$ cat config.mk
export PLATFORM = sky130hd
export DESIGN_NAME = prog_delay_gen
export DESIGN_NICKNAME = d
export VERILOG_FILES = /design/src/rtl/prog_dly_pkg.sv /design/src/rtl/dly_history.sv /design/src/rtl/dly_tap_sel.sv /design/src/rtl/pwm_oneshot.sv /design/src/rtl/prog_delay_gen.sv
export SDC_FILE = /design/constraint.sdc
export NUM_CORES = 1
export LEC_CHECK = 0
export ABC_AREA = 1
export BUFFER_PORTS_ARGS = -buffer_cell sky130_fd_sc_hd__buf_2
export CAP_MARGIN = 20
export CORE_MARGIN = 3
export CORE_UTILIZATION = 63
export CTS_BUF_LIST = sky130_fd_sc_hd__clkbuf_4 sky130_fd_sc_hd__clkbuf_8
export CTS_CLUSTER_SIZE = 25
export DETAILED_ROUTE_END_ITERATION = 8
export PLACE_DENSITY = 0.9
export SETUP_SLACK_MARGIN = 0.4
export SYNTH_ARGS = -nofsm -noshare
export SYNTH_HDL_FRONTEND = slang
export SYNTH_SLANG_ARGS = --single-unit
$ cat constraint.sdc
create_clock -name clk_i -period 2.25 [get_ports clk_i]
set_input_delay 0.225 -clock clk_i [delete_from_list [all_inputs] [get_ports clk_i]]
set_output_delay 0.225 -clock clk_i [all_outputs]
set_load 0.01 [all_outputs]
$ cat src/rtl/prog_dly_pkg.sv
`timescale 1ns/1ps
package prog_dly_pkg;
  typedef enum logic {
    MODE_DELAY = 1'b0,
    MODE_PULSE = 1'b1
  } dly_mode_e;

  function automatic int unsigned hist_depth(input int unsigned base_dly, input int unsigned code_w);
    return base_dly + (32'd1 << code_w) - 1;
  endfunction
endpackage

$ cat src/rtl/dly_history.sv
`timescale 1ns/1ps
module dly_history #(
  parameter int unsigned DEPTH = 257
) (
  input  logic             clk_i,
  input  logic             rst_ni,
  input  logic             sig_i,
  output logic [DEPTH-1:0] hist_o
);
  // hist_o[k] holds the input sampled k+1 edges ago
  always_ff @(posedge clk_i or negedge rst_ni) begin
    if (!rst_ni) hist_o[0] <= 1'b0;
    else         hist_o[0] <= sig_i;
  end

  for (genvar k = 1; k < DEPTH; k++) begin : g_stage
    always_ff @(posedge clk_i or negedge rst_ni) begin
      if (!rst_ni) hist_o[k] <= 1'b0;
      else         hist_o[k] <= hist_o[k-1];
    end
  end
endmodule

$ cat src/rtl/dly_tap_sel.sv
`timescale 1ns/1ps
module dly_tap_sel #(
  parameter int unsigned CODE_W   = 8,
  parameter int unsigned BASE_DLY = 2,
  parameter int unsigned DEPTH    = 257
) (
  input  logic              clk_i,
  input  logic              rst_ni,
  input  logic [DEPTH-1:0]  hist_i,
  input  logic [CODE_W-1:0] code_i,
  output logic              dly_o,
  output logic              ref_o
);
  localparam int unsigned IdxW = $clog2(DEPTH);

  logic [IdxW-1:0] tap_idx;
  assign tap_idx = IdxW'(BASE_DLY - 1) + IdxW'(code_i);

  always_ff @(posedge clk_i or negedge rst_ni) begin
    if (!rst_ni) begin
      dly_o <= 1'b0;
      ref_o <= 1'b0;
    end else begin
      dly_o <= hist_i[tap_idx];
      ref_o <= hist_i[BASE_DLY];
    end
  end
endmodule

$ cat src/rtl/pwm_oneshot.sv
`timescale 1ns/1ps
module pwm_oneshot #(
  parameter int unsigned CODE_W = 8
) (
  input  logic              clk_i,
  input  logic              rst_ni,
  input  logic              tap_new_i,
  input  logic              tap_old_i,
  input  logic [CODE_W-1:0] code_i,
  output logic              pulse_o
);
  logic [CODE_W-1:0] remain_q;
  logic              rise;

  assign rise = tap_new_i & ~tap_old_i;

  // pulse_o doubles as the busy flag: no retrigger while high
  always_ff @(posedge clk_i or negedge rst_ni) begin
    if (!rst_ni) begin
      pulse_o  <= 1'b0;
      remain_q <= '0;
    end else if (pulse_o) begin
      if (remain_q == '0) pulse_o  <= 1'b0;
      else                remain_q <= remain_q - 1'b1;
    end else if (rise && code_i != '0) begin
      pulse_o  <= 1'b1;
      remain_q <= code_i - 1'b1;
    end
  end
endmodule

$ cat src/rtl/prog_delay_gen.sv
`timescale 1ns/1ps
module prog_delay_gen
  import prog_dly_pkg::*;
#(
  parameter int unsigned CODE_W   = 8,
  parameter int unsigned BASE_DLY = 2
) (
  input  logic              clk_i,
  input  logic              rst_ni,
  input  logic              sig_i,
  input  logic [CODE_W-1:0] code_i,
  input  logic              mode_i,
  output logic              main_o,
  output logic              aux_o
);
  localparam int unsigned Depth = hist_depth(BASE_DLY, CODE_W);

  logic [Depth-1:0] hist;
  logic             dly_q, ref_q, pulse_q;
  dly_mode_e        mode;

  dly_history #(.DEPTH(Depth)) u_hist (
    .clk_i (clk_i),
    .rst_ni(rst_ni),
    .sig_i (sig_i),
    .hist_o(hist)
  );

  dly_tap_sel #(.CODE_W(CODE_W), .BASE_DLY(BASE_DLY), .DEPTH(Depth)) u_tap (
    .clk_i (clk_i),
    .rst_ni(rst_ni),
    .hist_i(hist),
    .code_i(code_i),
    .dly_o (dly_q),
    .ref_o (ref_q)
  );

  // trigger on the edge seen BASE_DLY cycles late, aligned with the code-0 tap
  pwm_oneshot #(.CODE_W(CODE_W)) u_pwm (
    .clk_i    (clk_i),
    .rst_ni   (rst_ni),
    .tap_new_i(hist[BASE_DLY-1]),
    .tap_old_i(hist[BASE_DLY]),
    .code_i   (code_i),
    .pulse_o  (pulse_q)
  );

  assign mode   = dly_mode_e'(mode_i);
  assign main_o = (mode == MODE_PULSE) ? ~dly_q : dly_q;
  assign aux_o  = (mode == MODE_PULSE) ? pulse_q : ref_q;
endmodule

==> results by stage <==
Run status:
- The flow ran to the end, and the final reports show no timing, DRC or antenna violations.

Clocking:
- Clock-pin slew was measured on the worst setup and hold paths at 60 ps.
- No sink is reached through more buffers than the 3 on the longest clock path.
- The clock latency of the later-clocked register in the worst-skew pair is 530 ps.
- The clock net sink count is 267.
- CTS built an H-tree with a depth of 2.
- The clock tree root driver cell is sky130_fd_sc_hd__clkbuf_8.
- The CTS tree is done.
- Buffers inserted during clock tree synthesis total 40.

Die:
- The initial core utilization is 64.9%.
- The die is 132 µm tall.
- The die is 132 µm wide.
- The floorplan die area is 17400 µm².
- In this run the standard cell core region covers 15400 µm².
- Row generation in the floorplan step produced 45 rows.
- 14 I/O pins were placed.

Timing:
- The worst slew slack as a fraction of its limit is 59.5%.
- The setup slack of the critical path after layout is 546 ps.
- The count of final max-slew check failures was 0.
- The number of endpoints with negative hold slack in the final report is 0.
- In the finished design, the share of the clock period the worst path needs comes to 75.7%.
- The timing-limited maximum frequency is 587 MHz.
- The clock arrives with 8.48 ps of skew.
- In the final timing run, aggregate negative setup slack is 0 ps.
- At the pin with the least slew margin, the transition time is 608 ps.
- Setup repair after global routing left no endpoint under its margin.
- The post-layout minimum cycle time is 1700 ps.
- The count of final setup violators is 0.

Worst setup path:
- In this run the worst path has a maximum fanout of 10.
- The required time at the worst-slack endpoint is 2640 ps.
- At the worst endpoint, the arrival time is 2090 ps.
- STA classifies the critical path endpoint as a flop.
- The worst setup path is launched from a flop.
- The setup slack of the most critical reg-to-reg path is 550 ps.
- The setup path with the least slack is of type reg2reg.

Place:
- The number of placed instances with taps included is 1210.
- The HPWL after detailed placement is 12000 µm.
- The placed instances occupy a cell area of 10400 µm².
- The setup slack at placement is 127 ps.
- The count of input and output buffers is 13.
- The global placer's final weighted congestion is 0.805.

Logic synthesis:
- After synthesis the netlist holds a flip-flop and latch count of 267.
- The netlist uses 26 different library cells.
- The cell type with the largest total area after synthesis is sky130_fd_sc_hd__dfrtp_1.
- Synthesis handed over a netlist of 1019 instances.
- Sorting the synthesized cells by area gives the leading types as sky130_fd_sc_hd__dfrtp_1, sky130_fd_sc_hd__nand2_1, sky130_fd_sc_hd__nand3_1, sky130_fd_sc_hd__nor2_1, sky130_fd_sc_hd__o21ai_0.
- The share of the synthesized area in the top cell type is 67.0%.
- The synthesized net count is 1034.
- The number of synthesis warnings is 0.
- The netlist area before placement is 9980 µm².
- The sequential element share of the synthesized area is 67.0%.
- The synthesized area per cell is 9.79 µm².

Global routing:
- The total overflow left after global routing is 0.
- The initial antenna violation count is 0.
- Global routing used 25.7% of the available tracks.
- The via count of the first global-routing pass came to 7440.
- The pin count of the biggest net entering global routing is 123.
- The first global-routing pass estimated 36400 µm of wire.

Final layout:
- The library cell used most frequently in the layout, excluding fill and tap cells, is sky130_fd_sc_hd__dfrtp_1.
- Fill cells in the final layout number 933.
- The number of antenna diodes in the final layout is 0.
- From synthesis to final layout, the design area changed by 13.6%.
- In the layout the commonest cells are sky130_fd_sc_hd__dfrtp_1, sky130_fd_sc_hd__nand2_1, sky130_fd_sc_hd__nand3_1.
- The final standard cell count with taps included and fillers excluded is 1285.
- The final standard cell area without fillers is 11300 µm².
- At the end of the flow, the number of nets in the layout was 1061.
- The proportion of layout cells with a drive suffix above 1 is 11.4%.

Routing:
- The number of violations reported at the end of detailed-routing iteration 0 is 692.
- The first TritonRoute pass finished after 7 iterations.
- After detailed routing, the number of remaining DRC violations is 0.
- In the final routed layout, each cell accounts on average for 16.9 µm.
- Summed over all layers, the routed wires come to 21700 µm.
- The via count of the routed design is 7269.
- In this run the remaining antenna-violating nets after routing total 0.
- The detail-routed via count per cell is 5.66.

Power:
- Dividing total power by cell area gives a power density of 934 nW/µm².
- The largest voltage drop on the vdd net is 0.660 mV.
- The design draws 10.6 mW.
- The switching share of total power is 25.4%.
- The leakage power summed over all cells is 5.86 nW.
- The share of total power in sequential cells is 47.2%.
- Summed over all nets, the switching power comes to 2.69 mW.
- The share of total power in combinational logic is 12.2%.
- Internal power comes to 7.90 mW.
- The clock power share is 40.7%.

Run:
- Across the run, the number of max-cap violations was 0.

Worst hold path:
- The tightest min-delay check is of the in2reg type.
-- critical path, stage by stage (launching register included) --
cell,delay [ps]
sky130_fd_sc_hd__dfrtp_2,460
sky130_fd_sc_hd__buf_4,170
sky130_fd_sc_hd__o21ai_1,260
sky130_fd_sc_hd__nand2_1,90
sky130_fd_sc_hd__nor2_1,170
sky130_fd_sc_hd__nand3_1,110
sky130_fd_sc_hd__xor2_1,160
sky130_fd_sc_hd__nand2_1,70
sky130_fd_sc_hd__o21ai_0,80
-- cell families (layout without fill, tap and decap cells) --
logic type,Yosys count,in the layout,synth area share [%]
simple gates,534,534,22.4
flops,267,267,67.0
buf+inv,120,175,4.88
compound gates,83,83,4.25
xor+xnor,12,12,1.13
fa+ha+maj,3,3,0.376
-- layout make-up --
type | count | area (µm²) | area share (%)
Clock inverter | 5 | 78.8 | 0.695
Inverter | 67 | 255 | 2.25
Multi-Input combinational cell | 632 | 2840 | 25.0
Clock buffer | 65 | 820 | 7.23
Tap cell | 211 | 264 | 2.33
Timing Repair Buffer | 38 | 395 | 3.49
Sequential cell | 267 | 6680 | 59.0
-- stage by stage --
step	utilization, %	hold WS [ps]
final	73.7	99.1
after CTS	73.6	65.2
after global routing	73.7	101
after detailed placement	67.6	261
after floorplan	-	-70.6
after global placement	67.6	257
-- layer usage --
metal  part of all wire [%]  GRT usage (%)
met4                    3.5           12.1
met2                     48           39.6
met1                     42           36.0
met5                      0              0
met3                    7.1           5.04
-- power groups by stage --
stage | Clock, mW | Sequential [mW] | Combinational, mW
global placement | 0 | 5.07 | 1.19
detailed placement | 0 | 5.08 | 1.22
global route | 4.60 | 5.00 | 1.44
floorplan | 0 | 5.05 | 0.854
finish | 4.31 | 5.00 | 1.29
CTS | 4.35 | 5.00 | 1.26
-- cells in the mapped netlist (all sizes together) --
library cell / number
a21oi: 1
a31oi: 1
and3: 1
buf: 30
clkbuf: 23
dfrtp: 267
ha: 3
inv: 67
nand2: 240
nand3: 151
nand3b: 1
nand4: 3
nor2: 131
nor3: 1
nor4: 1
o211ai: 3
o21ai: 78
or2: 4
or4: 1
xnor2: 3
xor2: 9
-- worst paths after layout --
check	to	start	cells past startpoint
hold reg to reg	u_hist.hist_o[91]	u_hist.hist_o[90]	0
min in group asynchronous	u_hist.hist_o[52]	rst_ni	2
hold / removal	u_tap.dly_o	code_i[7]	4
setup reg to reg	u_pwm.remain_q[6]	u_pwm.pulse_o	8
setup / recovery	u_pwm.remain_q[6]	u_pwm.pulse_o	8
max in group asynchronous	u_hist.hist_o[60]	rst_ni	3
-- state kept, by name (all words and copies together) (netlist names) --
signal          count
u_hist.hist_o     256
u_pwm.pulse_o       1
u_pwm.remain_q      8
u_tap.dly_o         1
u_tap.ref_o         1
-- what timing repair did --
action                                  4_1_cts  5_1_grt
endpoints found under the hold margin        77        0
endpoints found under the setup margin        3        8
hold buffers                                  2        0
resized for setup                             3        3
buffers inserted                              0        3
pin swaps                                     0        0
Power figures use the tool's default switching activity.
